File: src/rtl/mdio_pkg.sv
package mdio_pkg;
  localparam int START_BIT = 29;
  localparam int RD_BIT    = 27;
  localparam int WR_BIT    = 26;
  localparam int PHY_LSB   = 21;
  localparam int REG_LSB   = 16;
  localparam int FRAME_BITS = 64;
  localparam int TA_IDX    = 46;
  localparam int DATA_IDX  = 48;

  typedef struct packed {
    logic        rd;
    logic        wr;
    logic [4:0]  phy;
    logic [4:0]  regad;
    logic [15:0] data;
  } mdio_cmd_t;

  function automatic mdio_cmd_t decode_word(input logic [27:0] w);
    mdio_cmd_t c;
    c.rd    = w[RD_BIT];
    c.wr    = w[WR_BIT];
    c.phy   = w[PHY_LSB +: 5];
    c.regad = w[REG_LSB +: 5];
    c.data  = w[15:0];
    return c;
  endfunction

  function automatic logic [31:0] pack_word(input logic busy, input mdio_cmd_t c);
    return {2'b00, busy, 1'b0, c.rd, c.wr, c.phy, c.regad, c.data};
  endfunction

  // Full 64-bit frame image, transmitted from bit 63 downward.
  function automatic logic [FRAME_BITS-1:0] build_frame(input logic is_rd, input logic [4:0] phy,
                                                        input logic [4:0] ra, input logic [15:0] d);
    return {32'hFFFF_FFFF, 2'b01, (is_rd ? 2'b10 : 2'b01), phy, ra,
            (is_rd ? 2'b11 : 2'b10), (is_rd ? 16'hFFFF : d)};
  endfunction
endpackage

File: src/rtl/mdio_clkgen.sv
module mdio_clkgen #(
  parameter int HALF_DIV = 4
) (
  input  logic clk,
  input  logic rst_n,
  input  logic run,
  output logic mdc,
  output logic rise_evt,
  output logic fall_evt
);
  localparam int CW = (HALF_DIV > 1) ? $clog2(HALF_DIV) : 1;
  localparam logic [CW-1:0] LAST = CW'(HALF_DIV - 1);

  logic [CW-1:0] cnt;
  logic          wrap;

  assign wrap     = run && (cnt == LAST);
  assign rise_evt = wrap && !mdc;
  assign fall_evt = wrap && mdc;

  always_ff @(posedge clk or negedge rst_n) begin
    if (!rst_n) begin
      cnt <= '0;
      mdc <= 1'b0;
    end else if (!run) begin
      cnt <= '0;
      mdc <= 1'b0;
    end else if (wrap) begin
      cnt <= '0;
      mdc <= !mdc;
    end else begin
      cnt <= cnt + 1'b1;
    end
  end

  p_mdc_idle_low_r6: assert property (@(posedge clk) disable iff (!rst_n)
    !run |=> !mdc);
  p_mdc_edge_on_event_r6: assert property (@(posedge clk) disable iff (!rst_n)
    (run && !wrap) |=> $stable(mdc));
endmodule

File: src/rtl/mdio_seq.sv
module mdio_seq
  import mdio_pkg::*;
(
  input  logic        clk,
  input  logic        rst_n,
  input  logic        launch,
  input  mdio_cmd_t   new_cmd,
  input  logic        rise_evt,
  input  logic        fall_evt,
  input  logic        mdio_i,
  output logic        busy,
  output logic        done,
  output logic [15:0] rd_value,
  output logic        mdio_o,
  output logic        mdio_oe
);
  logic [FRAME_BITS-1:0] frame;
  logic [5:0]            bitcnt;
  logic                  rd_mode;
  logic [15:0]           shift;

  assign done     = busy && fall_evt && (bitcnt == 6'(FRAME_BITS - 1));
  assign rd_value = shift;
  assign mdio_o   = busy ? frame[~bitcnt] : 1'b1;
  assign mdio_oe  = busy && !(rd_mode && (bitcnt >= 6'(TA_IDX)));

  always_ff @(posedge clk or negedge rst_n) begin
    if (!rst_n) begin
      busy    <= 1'b0;
      bitcnt  <= '0;
      frame   <= '1;
      rd_mode <= 1'b0;
      shift   <= '0;
    end else if (launch) begin
      busy    <= 1'b1;
      bitcnt  <= '0;
      rd_mode <= new_cmd.rd;
      frame   <= build_frame(new_cmd.rd, new_cmd.phy, new_cmd.regad, new_cmd.data);
      shift   <= '0;
    end else if (busy) begin
      if (rise_evt && rd_mode && (bitcnt >= 6'(DATA_IDX)))
        shift <= {shift[14:0], mdio_i};
      if (fall_evt) begin
        if (done) busy <= 1'b0;
        else      bitcnt <= bitcnt + 1'b1;
      end
    end
  end

  p_launch_starts_r2: assert property (@(posedge clk) disable iff (!rst_n)
    launch |=> busy && (bitcnt == 6'd0));
  p_done_clears_r2: assert property (@(posedge clk) disable iff (!rst_n)
    done |=> !busy);
  p_release_at_ta_r4: assert property (@(posedge clk) disable iff (!rst_n)
    (busy && $fell(mdio_oe)) |-> (rd_mode && bitcnt == 6'(TA_IDX)));
endmodule

File: src/rtl/mdio_cmdreg.sv
module mdio_cmdreg
  import mdio_pkg::*;
(
  input  logic        clk,
  input  logic        rst_n,
  input  logic        cmd_wr,
  input  logic [31:0] cmd_wdata,
  input  logic        busy,
  input  logic        done,
  input  logic [15:0] rd_value,
  output logic        launch,
  output mdio_cmd_t   new_cmd,
  output logic [31:0] cmd_rdata
);
  mdio_cmd_t stored;
  logic      accept;
  logic      unused_bits;

  assign unused_bits = ^{cmd_wdata[31:30], cmd_wdata[28]};
  assign new_cmd     = decode_word(cmd_wdata[27:0]);
  assign accept      = cmd_wr && !busy;
  assign launch      = accept && cmd_wdata[START_BIT];
  assign cmd_rdata   = pack_word(busy, stored);

  always_ff @(posedge clk or negedge rst_n) begin
    if (!rst_n) begin
      stored <= '0;
    end else if (accept) begin
      stored <= new_cmd;
    end else if (done && stored.rd) begin
      stored.data <= rd_value;
    end
  end

  p_ignore_when_busy_r7: assert property (@(posedge clk) disable iff (!rst_n)
    (busy && cmd_wr && !done) |=> $stable(stored));
  p_no_launch_without_start_r8: assert property (@(posedge clk) disable iff (!rst_n)
    (cmd_wr && !busy && !cmd_wdata[START_BIT]) |=> !busy);
endmodule

File: src/rtl/mdio_ctrl.sv
module mdio_ctrl
  import mdio_pkg::*;
#(
  parameter int HALF_DIV = 4
) (
  input  logic        clk,
  input  logic        rst_n,
  input  logic        cmd_wr,
  input  logic [31:0] cmd_wdata,
  output logic [31:0] cmd_rdata,
  output logic        mdc,
  output logic        mdio_o,
  output logic        mdio_oe,
  input  logic        mdio_i
);
  localparam int FRAME_CYCLES = 2 * HALF_DIV * FRAME_BITS;

  logic        busy, done, launch, rise_evt, fall_evt;
  logic [15:0] rd_value;
  mdio_cmd_t   new_cmd;

  mdio_cmdreg u_reg (
    .clk(clk), .rst_n(rst_n), .cmd_wr(cmd_wr), .cmd_wdata(cmd_wdata),
    .busy(busy), .done(done), .rd_value(rd_value),
    .launch(launch), .new_cmd(new_cmd), .cmd_rdata(cmd_rdata)
  );

  mdio_clkgen #(.HALF_DIV(HALF_DIV)) u_clk (
    .clk(clk), .rst_n(rst_n), .run(busy),
    .mdc(mdc), .rise_evt(rise_evt), .fall_evt(fall_evt)
  );

  mdio_seq u_seq (
    .clk(clk), .rst_n(rst_n), .launch(launch), .new_cmd(new_cmd),
    .rise_evt(rise_evt), .fall_evt(fall_evt), .mdio_i(mdio_i),
    .busy(busy), .done(done), .rd_value(rd_value),
    .mdio_o(mdio_o), .mdio_oe(mdio_oe)
  );

  // Busy-age counter for the bounded-busy check.
  int unsigned busy_age;
  always_ff @(posedge clk or negedge rst_n) begin
    if (!rst_n)     busy_age <= 0;
    else if (!busy) busy_age <= 0;
    else            busy_age <= busy_age + 1;
  end

  p_busy_bounded_r10: assert property (@(posedge clk) disable iff (!rst_n)
    busy |-> (busy_age < FRAME_CYCLES));
  p_mdio_stable_high_r3: assert property (@(posedge clk) disable iff (!rst_n)
    (busy && mdc && !fall_evt) |=> ($stable(mdio_o) && $stable(mdio_oe)));
  p_oe_only_busy_r1: assert property (@(posedge clk) disable iff (!rst_n)
    mdio_oe |-> cmd_rdata[START_BIT]);
endmodule

File: config.mk
export PLATFORM = sky130hd
export DESIGN_NAME = mdio_ctrl
export DESIGN_NICKNAME = d
export VERILOG_FILES = /design/src/rtl/mdio_pkg.sv /design/src/rtl/mdio_clkgen.sv /design/src/rtl/mdio_seq.sv /design/src/rtl/mdio_cmdreg.sv /design/src/rtl/mdio_ctrl.sv
export SDC_FILE = /design/constraint.sdc
export NUM_CORES = 1
export LEC_CHECK = 0
export BUFFER_PORTS_ARGS = -buffer_cell sky130_fd_sc_hd__buf_2
export CORE_MARGIN = 2
export CORE_UTILIZATION = 27
export CTS_CLUSTER_DIAMETER = 200
export CTS_CLUSTER_SIZE = 24
export DETAILED_ROUTE_END_ITERATION = 16
export SLEW_MARGIN = 20
export SYNTH_ARGS = -nofsm -noshare
export SYNTH_HDL_FRONTEND = slang
export SYNTH_HIERARCHICAL = 1
export SYNTH_SLANG_ARGS = --single-unit
File: constraint.sdc
create_clock -name clk -period 6.4 [get_ports clk]
set_input_delay 1.92 -clock clk [delete_from_list [all_inputs] [get_ports clk]]
set_output_delay 1.92 -clock clk [all_outputs]
set_load 0.01 [all_outputs]
==> flow_summary.toml, run 1 <==
[cts]
cts_root_buf = "clkbuf_16"
clock-sinks = 84
ctsHoldBuffers = 0
cts_resized = 0
clockBufferDepth = 2
postCtsSetupBuffers = 0
htree_levels = 3
clock_latency_ns = 0.34
clk_pin_slew_ns = 0.07
cts_tree = "done"
cts_buffers = 9

[timing]
finalSetupViolCount = 0
setup_ws_ns = 1.91
tightest_slew_ns = 0.975
max_clock_freq_mhz = 223
setup-tns-final_ns = 0
rsz0062_at_grt = "false"
clock_skew_ns = 0.00889
hold_viol = 0
fin_crit_sh_pct = 70.1
maxSlewHeadroom_pct = 35.0
slew_viol_final = 0
period_minus_slack_ns = 4.49

[floorplan]
rows = 44
io_pins = 71
start_util_pct = 27.9
core_area_sq_um = 14600
fp.dieW_microns = 127
dieArea_sq_um = 16100
die_y_microns = 127

[routing]
wire_per_inst_microns = 14.8
drc_errors = 0
avgViaCountPerCell = 4.56
ant_nets = 0
routed_wirelength_microns = 8530
dr.pass1.iters = 5
num_vias = 2626
drt_iter0_markers = 105

[grt]
grt_overflow = 0
antenna_found_initial = 0
grt_pass1_vias = 2660
grt_usage_pct = 11.2
grt_pass1_wl_microns = 14200
grt_max_degree = 85

[place]
dp_slack_ns = 2.05
routabilityCongestion = 0.744
port_buffers = 64
dp_cells = 560
hpwl_microns = 5780

[pwr]
leakagePower_uw = 0.00211
powerDensity_nw_per_um2 = 464
ir_drop_mv = 0.181
total_power_uw = 2140

[worst_setup_path]
crit_fanout = 13
cp-end-kind = "output port"
arrival_ns = 2.57
criticalPathCategory = "reg -> out"
cp.required_ns = 4.48
crit_path_start_kind = "flop"

[flow_run]
drv_cap = 0

[yosys]
ys_warn_count = 6
syn_avg_cell_area_sq_um = 11.3
netlist_area_sq_um = 4090
postSynthCellCount = 361

[cells_and_area]
drive_above_1_share_pct = 42.6
n_antenna_cell = 0
final_nets = 426
area_growth_pct = 13.2
final_cells = 576

[status]
status = "completed"

[hold_path]
hold_class = "reg -> reg"
[final cells by class]
cell class | count | area, sq um
Inverter | 6 | 22.5
Clock buffer | 9 | 225
Fill cell | 1514 | 10000
Sequential cell | 84 | 2140
Timing Repair Buffer | 65 | 334
Clock inverter | 7 | 76.3
Multi-Input combinational cell | 221 | 1600
Tap cell | 184 | 230
[where the power goes]
group          switching [uW]  internal, uW
combinational             271           363
sequential                176           818
clock                     239           277
total                     686          1460
[sequential cells by signal, indices dropped and copies added (netlist names)]
signal / flops
u_clk/cnt: 2
u_seq/busy: 1
u_seq/rd_value: 16
u_seq/rd_mode: 1
u_clk/mdc: 1
u_reg/cmd_rdata: 28
u_seq/frame: 29
u_seq/bitcnt: 6
[worst paths after layout]
| check | slack [ns] | cells after the start | startpoint | end |
|---|---|---|---|---|
| setup / recovery | 1.91 | 4 | u_seq/bitcnt[0] | mdio_o |
| hold / removal | 0.44 | 1 | u_clk/cnt[0] | u_clk/cnt[0] |
| setup reg to reg | 3.58 | 5 | u_seq/busy | u_seq/frame[7] |
| hold reg to reg | 0.44 | 1 | u_clk/cnt[0] | u_clk/cnt[0] |
| max in group asynchronous | 4.25 | 1 | rst_n | u_reg/cmd_rdata[12] |
| min in group asynchronous | 1.63 | 1 | rst_n | u_reg/cmd_rdata[18] |
[routing by layer]
layer / GRT usage, % / vias up / wire (microns)
met5: 0 / - / 0
met1: 14.3 / 1305 / 3810
met2: 18.4 / 56 / 4250
li1: - / 1257 / -
met3: 3.10 / 8 / 371
met4: 4.01 / 0 / 94
[worst max-delay path: stages, from the launching register on]
cell      delay, ns
dfrtp_1        0.74
mux4_2         0.59
a211o_1        0.31
a2111o_1       0.44
buf_2          0.15
[through the flow]
stage / area, sq um / util [%] / hold WS (ns)
floorplan: 4100 / - / 0.414
global placement: 4320 / 29.5 / 0.425
detailed placement: 4320 / 29.5 / 0.428
CTS: 4620 / 31.6 / 0.437
global route: 4630 / 31.6 / 0.481
finish: 4630 / 31.6 / 0.439
[placed cells by master (no fill, tap or decap), drive strengths merged, types with 4 or more instances in the layout]
master / n
o22a: 16
o21ai: 4
nand2: 76
nand2b: 4
nor2: 8
buf: 65
mux2: 45
dfstp: 29
and2: 4
clkbuf: 9
a21oi: 19
inv: 10
dfrtp: 55
mux4: 5
Note: power is estimated with default switching activity, not from simulation.
==> inputs of run 2 (changes only) <==
==> constraint.sdc (replaced) <==
create_clock -name clk -period 3.7 [get_ports clk]
set_input_delay 1.11 -clock clk [delete_from_list [all_inputs] [get_ports clk]]
set_output_delay 1.11 -clock clk [all_outputs]
set_load 0.01 [all_outputs]
==> flow_summary.toml, run 2 (same netlist as run 1, synthesis figures left out) <==
[status]
status = "completed"

[cells_and_area]
multiInputGateArea_sq_um = 1600
fillers = 1511
seqCellArea_sq_um = 2140
final_nets = 432
n_antenna_cell = 0
layout_common_cells = "nand2_1 (76), buf_2 (63), dfrtp_1 (55)"
drive_above_1_share_pct = 43.0
final_common_cell = "nand2_1"
area_growth_pct = 14.4
top_register = "u_seq/frame"
largest_register_ffs = 29

[timing]
max_clock_freq_mhz = 287
slew_viol_final = 0
setup-tns-final_ns = 0
hold_viol = 0
setup_ws_ns = 0.215
fin_crit_sh_pct = 94.2
clock_skew_ns = 0.00757
maxSlewHeadroom_pct = 52.9
period_minus_slack_ns = 3.49
tightest_slew_ns = 0.707
finalSetupViolCount = 0
rsz0062_at_grt = "false"

[routing]
avgViaCountPerCell = 4.55
wire_per_inst_microns = 15.2
drt_iter0_markers = 67
dr.pass1.iters = 4
drc_errors = 0
routed_wirelength_microns = 8830
ant_nets = 0
num_vias = 2649

[pwr]
clockPowerShare_pct = 23.7
p_seq_share_pct = 45.9
p_sw_uw = 1150
sw_frac_of_total_pct = 30.8
leakagePower_uw = 0.00214
share_comb_of_total_power_pct = 30.4
powerDensity_nw_per_um2 = 796
ir_drop_mv = 0.315
p_int_uw = 2580

[floorplan]
rows = 44
core_area_sq_um = 14600
io_pins = 71
die_y_microns = 127
dieArea_sq_um = 16100
start_util_pct = 27.9
fp.dieW_microns = 127

[grt]
antenna_found_initial = 0
grt_overflow = 0
grt_pass1_wl_microns = 14600
met2_usage_pct = 19.4
grtUsageMet1_pct = 14.6
grt_max_degree = 79
met3_usage_pct = 3.31
top_usage_layer = "met2"
grt_usage_pct = 11.7
grt_pass1_vias = 2728

[cts]
htree_levels = 3
clk_pin_slew_ns = 0.06
clockBufferDepth = 2
clock-sinks = 84
clock_latency_ns = 0.34
cts_buffers = 9
cts_resized = 0
ctsHoldBuffers = 0
cts_tree = "done"
cts_root_buf = "clkbuf_16"
postCtsSetupBuffers = 0

[worst_setup_path]
crit_fanout = 16
crit_end = "mdio_o"
crit_path_start_kind = "flop"
ff2ff_path_depth = 7
crit_start = "u_seq/bitcnt[1]"
cp.required_ns = 2.59
arrival_ns = 2.38
criticalPathCategory = "reg -> out"
cp-end-kind = "output port"
ff2ff_setup_slack_ns = 1.44
rr_endpoint = "u_reg/cmd_rdata[13]"
rr_startpoint = "u_seq/bitcnt[1]"

[hold_path]
hold_class = "reg -> reg"

[flow_run]
drv_cap = 0

[place]
hpwl_microns = 6030
routabilityCongestion = 0.786
port_buffers = 64
dp_slack_ns = 0.560
run 2: per-stage QoR:
| step | area, sq um | std cells | utilization, % | hold slack [ns] | power, uW |
|---|---|---|---|---|---|
| after floorplan | 4100 | 363 | - | 0.414 | 2500 |
| after global placement | 4360 | 565 | 29.7 | 0.424 | 2820 |
| after detailed placement | 4360 | 565 | 29.7 | 0.437 | 2870 |
| after CTS | 4650 | 581 | 31.7 | 0.456 | 3780 |
| after global routing | 4680 | 582 | 31.9 | 0.464 | 3990 |
| final | 4680 | 582 | 31.9 | 0.453 | 3720 |
run 2: layout make-up:
type / count / share of cell area (%)
Sequential cell: 84 / 45.7
Multi-Input combinational cell: 221 / 34.1
Timing Repair Buffer: 71 / 8.45
Tap cell: 184 / 4.92
Clock buffer: 10 / 4.90
Clock inverter: 6 / 1.39
Inverter: 6 / 0.482
run 2: routing by layer:
metal  vias up  wire [microns]
li1       1269               -
met1      1301            3900
met2        68            4440
met3        11             380
met4         0             108
met5         -               0
run 2: worst min-delay path by stage:
stage / start / to / slack (ns) / cells past startpoint
after global placement: u_clk/cnt[0] / u_clk/cnt[0] / 0.42 / 1
after CTS: u_clk/cnt[0] / u_clk/cnt[0] / 0.46 / 1
after global routing: u_clk/cnt[0] / u_clk/cnt[0] / 0.46 / 1
final: u_clk/cnt[0] / u_clk/cnt[0] / 0.45 / 1
after detailed placement: u_clk/cnt[0] / u_clk/cnt[0] / 0.44 / 1
after floorplan: u_clk/cnt[0] / u_clk/cnt[0] / 0.41 / 1
run 2: worst max-delay path, stage by stage, from the launching register on:
cell and delay (ns):
dfrtp_1 0.71, mux4_2 0.40, a211o_1 0.30, a2111o_1 0.46, buf_2 0.16
run 2: power groups by stage:
stage	clock [uW]	combinational [uW]	sequential [uW]
4_1_cts	917	1150	1710
5_1_grt	955	1260	1780
3_5_place_dp	0	1140	1730
6_report	884	1130	1710
2_1_floorplan	0	806	1690
3_3_place_gp	0	1120	1700
